==> config.mk <==
export PLATFORM = sky130hd
export DESIGN_NAME = trc_field_rules
export DESIGN_NICKNAME = d
export VERILOG_FILES = /design/src/rtl/trc_pkg.sv /design/src/rtl/trc_field_rules.sv
export SDC_FILE = /design/constraint.sdc
export NUM_CORES = 1
export LEC_CHECK = 0
export BUFFER_PORTS_ARGS = -buffer_cell sky130_fd_sc_hd__buf_2
export CAP_MARGIN = 10
export CORE_AREA = 2 2 60 62
export DETAILED_ROUTE_END_ITERATION = 8
export DIE_AREA = 0 0 62 64
export PLACE_DENSITY_LB_ADDON = 0.25
export REMOVE_ABC_BUFFERS = 1
export SLEW_MARGIN = 20
export SYNTH_ARGS = -nofsm -noshare
export SYNTH_HDL_FRONTEND = slang
export SYNTH_SLANG_ARGS = --single-unit
==> constraint.sdc <==
create_clock -name vclk -period 1.2
set_clock_uncertainty 0.15 [all_clocks]
set_input_delay 0.12 -clock vclk [all_inputs]
set_output_delay 0.12 -clock vclk [all_outputs]
set_load 0.05 [all_outputs]
==> src/rtl/trc_pkg.sv <==
package trc_pkg;
  localparam int NUM_RULES = 8;

  localparam int RB_ORDER = 0;
  localparam int RB_INTR  = 1;
  localparam int RB_MODE  = 2;
  localparam int RB_IXL   = 3;
  localparam int RB_SRC1Z = 4;
  localparam int RB_SRC2Z = 5;
  localparam int RB_DSTZ  = 6;
  localparam int RB_TRAP  = 7;

  typedef enum logic [1:0] {
    PRIV_U    = 2'd0,
    PRIV_S    = 2'd1,
    PRIV_RSVD = 2'd2,
    PRIV_M    = 2'd3
  } priv_e;

  localparam logic [1:0] IXL_32 = 2'd1;
  localparam logic [1:0] IXL_64 = 2'd2;
endpackage

==> src/rtl/trc_field_rules.sv <==
module trc_field_rules
  import trc_pkg::*;
#(
  parameter int XLEN = 32,
  parameter int AW   = 5,
  parameter int NSRC = 2
) (
  input  logic [1:0]          in_mode,
  input  logic [1:0]          in_ixl,
  input  logic [XLEN-1:0]     in_insn,
  input  logic                in_trap,
  input  logic [NSRC-1:0][AW-1:0]   src_idx,
  input  logic [NSRC-1:0][XLEN-1:0] src_val,
  input  logic [AW-1:0]       dst_idx,
  input  logic [XLEN-1:0]     dst_val,
  output logic                mode_bad,
  output logic                ixl_bad,
  output logic [NSRC-1:0]     src_bad,
  output logic                dst_bad,
  output logic                trap_bad
);
  localparam logic [1:0] LEGAL_IXL = (XLEN == 64) ? IXL_64 : IXL_32;

  assign mode_bad = (priv_e'(in_mode) == PRIV_RSVD);
  assign ixl_bad  = (in_ixl != LEGAL_IXL);
  assign dst_bad  = (dst_idx == '0) && (dst_val != '0);
  assign trap_bad = (in_insn == '0) && !in_trap;

  for (genvar s = 0; s < NSRC; s++) begin : g_src
    assign src_bad[s] = (src_idx[s] == '0) && (src_val[s] != '0);
  end
endmodule

==> impl_results.rst <==
.. list-table::
   :header-rows: 1

   * - Metric
     - Value
   * - Iteration-0 DRC Markers
     - 6
   * - Antenna violations before repair
     - 0
   * - Transition time at the pin with the least slew margin
     - 0.223 ns
   * - Final weighted congestion of routability-driven global placement
     - 0.775
   * - Antenna cells
     - 0
   * - Number of buffers added on ports
     - 154
   * - Number of endpoints failing setup at the final stage
     - 4
   * - Layout clock buffer count
     - 0
   * - Category of the worst setup path launch point
     - input port
   * - Vias per Instance
     - 4.53
   * - VDD IR max
     - 0.132 mV
   * - Library cell with the highest instance count after synthesis
     - sky130_fd_sc_hd__nor4_1
   * - Die height
     - 64 um
   * - Row Count
     - 21
   * - Final design instance area without fill
     - 1790 sq um
   * - GRT Residual Overflow
     - 0
   * - Drt first pass iters
     - 3
   * - Buffer count from post-CTS setup fixing
     - 0
   * - Crit path DAT
     - 1.02 ns
   * - Final Hold Violating Endpoints
     - 0
   * - Global-route wire length before repair
     - 4260 um
   * - Setup slack of the critical path after layout
     - -0.0867 ns
   * - Synth Instances
     - 53
   * - X dimension of the die
     - 62 um
   * - Portion of synthesized cell area occupied by the leading cell type
     - 37.3%
   * - Share of synthesized area occupied by flip-flops and latches
     - 0%
   * - Area growth from synthesis to layout
     - 344%
   * - Core region area
     - 3280 sq um
   * - Netlist area before placement
     - 403 sq um
   * - Detailed Place HPWL
     - 2500 um
   * - Antenna-violating nets left
     - 0
   * - Post-layout minimum cycle time
     - 1.29 ns
   * - Post-Syn Area per Cell
     - 7.60 sq um
   * - Maximum achievable frequency
     - 777 MHz
   * - Maximum fanout along the worst path
     - 1
   * - Wirelength per Cell
     - 14.0 um
   * - Count of pins over their slew limit
     - 0
   * - Ratio of final minimum period to clock period
     - 107%
   * - Worst slack after detailed placement
     - -0.190 ns
   * - Detailed-route via count
     - 1147
   * - Post-CTS Hold Buffers
     - 0
   * - DRC violation count after routing
     - 0
   * - Net count reported at finish
     - 357
   * - Number of global-route vias before repair
     - 1113
   * - Run status
     - complete, but fails checks
   * - Hold/Removal Path Class
     - in -> out
   * - Register area
     - 0 sq um
   * - PD cells
     - 276 nW/um^2
   * - Cell area reported after detailed placement
     - 1230 sq um
   * - Routed wire length
     - 3550 um
   * - CP Capture Type
     - primary output
   * - Final instance count without filler cells
     - 253
   * - Placed insts
     - 253
   * - Area of combinational cells with multiple inputs
     - 681 sq um
   * - Max-slew headroom
     - 85.0%
   * - Static Leak
     - 0.808 nW
   * - Cell type contributing the most total cell area after synthesis
     - sky130_fd_sc_hd__nor4_2
   * - Seq_cells
     - 0
   * - Number of warnings reported in the yosys synthesis log
     - 0
   * - I/O pin count
     - 154
   * - All-layer global routing usage
     - 13.7%
   * - Layout cells sized above 1
     - 88.9%
   * - Distinct cell type count of the synthesized netlist
     - 9
   * - Unrepaired setup endpoints after global routing
     - yes
   * - Crit Path Class
     - in -> out
   * - Max Cap Violations
     - 0
   * - Most frequent cells after synthesis
     - 19 x sky130_fd_sc_hd__nor4_1, 12 x sky130_fd_sc_hd__nor4_2, 8 x sky130_fd_sc_hd__nand4_1, 4 x sky130_fd_sc_hd__nor2_1, 4 x sky130_fd_sc_hd__nor3_1
   * - Filler cells
     - 288
   * - Violated checks
     - negative setup slack
   * - Maximum number of pins on one net before global-route repair
     - 2
   * - Data required time at the worst endpoint
     - 0.93 ns
   * - Initial core utilization
     - 12.3%
   * - Cell types occupying the most area after synthesis
     - sky130_fd_sc_hd__nor4_2 37%, sky130_fd_sc_hd__nor4_1 30%, sky130_fd_sc_hd__nand4_1 12%, sky130_fd_sc_hd__o211a_1 7.5%, sky130_fd_sc_hd__nor3_1 5.0%
   * - Total Die Area
     - 3970 sq um
==> placed cells by master, fill, tap and decap left out <==
| master | synthesis | layout |
|---|---|---|
| sky130_fd_sc_hd__or3_1 | 1 | 1 |
| sky130_fd_sc_hd__buf_2 | 0 | 109 |
| sky130_fd_sc_hd__nor3_1 | 4 | 3 |
| sky130_fd_sc_hd__nor3_2 | 0 | 1 |
| sky130_fd_sc_hd__o211a_1 | 3 | 3 |
| sky130_fd_sc_hd__nor4_2 | 12 | 10 |
| sky130_fd_sc_hd__nor2_1 | 4 | 4 |
| sky130_fd_sc_hd__nor4_1 | 19 | 2 |
| sky130_fd_sc_hd__nand4_1 | 8 | 8 |
| sky130_fd_sc_hd__nor2b_1 | 1 | 1 |
| sky130_fd_sc_hd__buf_6 | 0 | 45 |
| sky130_fd_sc_hd__nand2b_1 | 1 | 1 |
| sky130_fd_sc_hd__nor4_4 | 0 | 19 |
==> through the flow <==
step | hold slack (ns) | util, % | setup TNS [ns] | power (mW)
after floorplan | 0.262 | - | -0.651 | 0.0531
after detailed placement | 0.394 | 37.5 | -0.668 | 0.307
after global routing | 0.399 | 54.5 | -0.517 | 0.528
final | 0.392 | 54.5 | -0.270 | 0.495
after CTS | 0.394 | 46.9 | -0.335 | 0.400
after global placement | 0.389 | 37.5 | -0.659 | 0.302
==> layout make-up <==
type,count,share of cell area (%)
timing repair buffer,154,58.8
multi-input combinational,53,38.0
tap,46,3.21
==> critical path, cell delays in order <==
cell	delay (ns)
sky130_fd_sc_hd__buf_2	0.11
sky130_fd_sc_hd__nor4_2	0.26
sky130_fd_sc_hd__nand4_1	0.12
sky130_fd_sc_hd__o211a_1	0.25
sky130_fd_sc_hd__buf_6	0.15
==> power breakdown <==
group / switching [mW] / internal [mW] / total [mW]
combinational: 0.191 / 0.304 / 0.495
clock: 0 / 0 / 0
sequential: 0 / 0 / 0
==> what timing repair did <==
action	in CTS	in global routing
resized for setup	50	40
setup endpoints to repair	4	4
pin swaps	27	26
==> routing by layer <==
| layer | vias up | GRT usage [%] | routed length [um] |
|---|---|---|---|
| met3 | 2 | 1.42 | 397 |
| met2 | 87 | 30.9 | 2200 |
| met1 | 502 | 11.0 | 924 |
| met5 | - | 0 | 0 |
| met4 | 0 | 2.93 | 24 |
| li1 | 556 | - | - |
==> path summary, 6_finish.rpt <==
kind,from,end,slack [ns],depth (start not counted)
setup / recovery,src_val[57],src_bad[1],-0.09,5
hold / removal,in_mode[0],mode_bad,0.39,3
==> kinds of logic after synthesis <==
kind of cell	share of synthesized area, %
AO/OA/AOI/OAI	7.45
AND/OR/NAND/NOR	92.5
No activity file was read; power rests on OpenSTA's default activity.
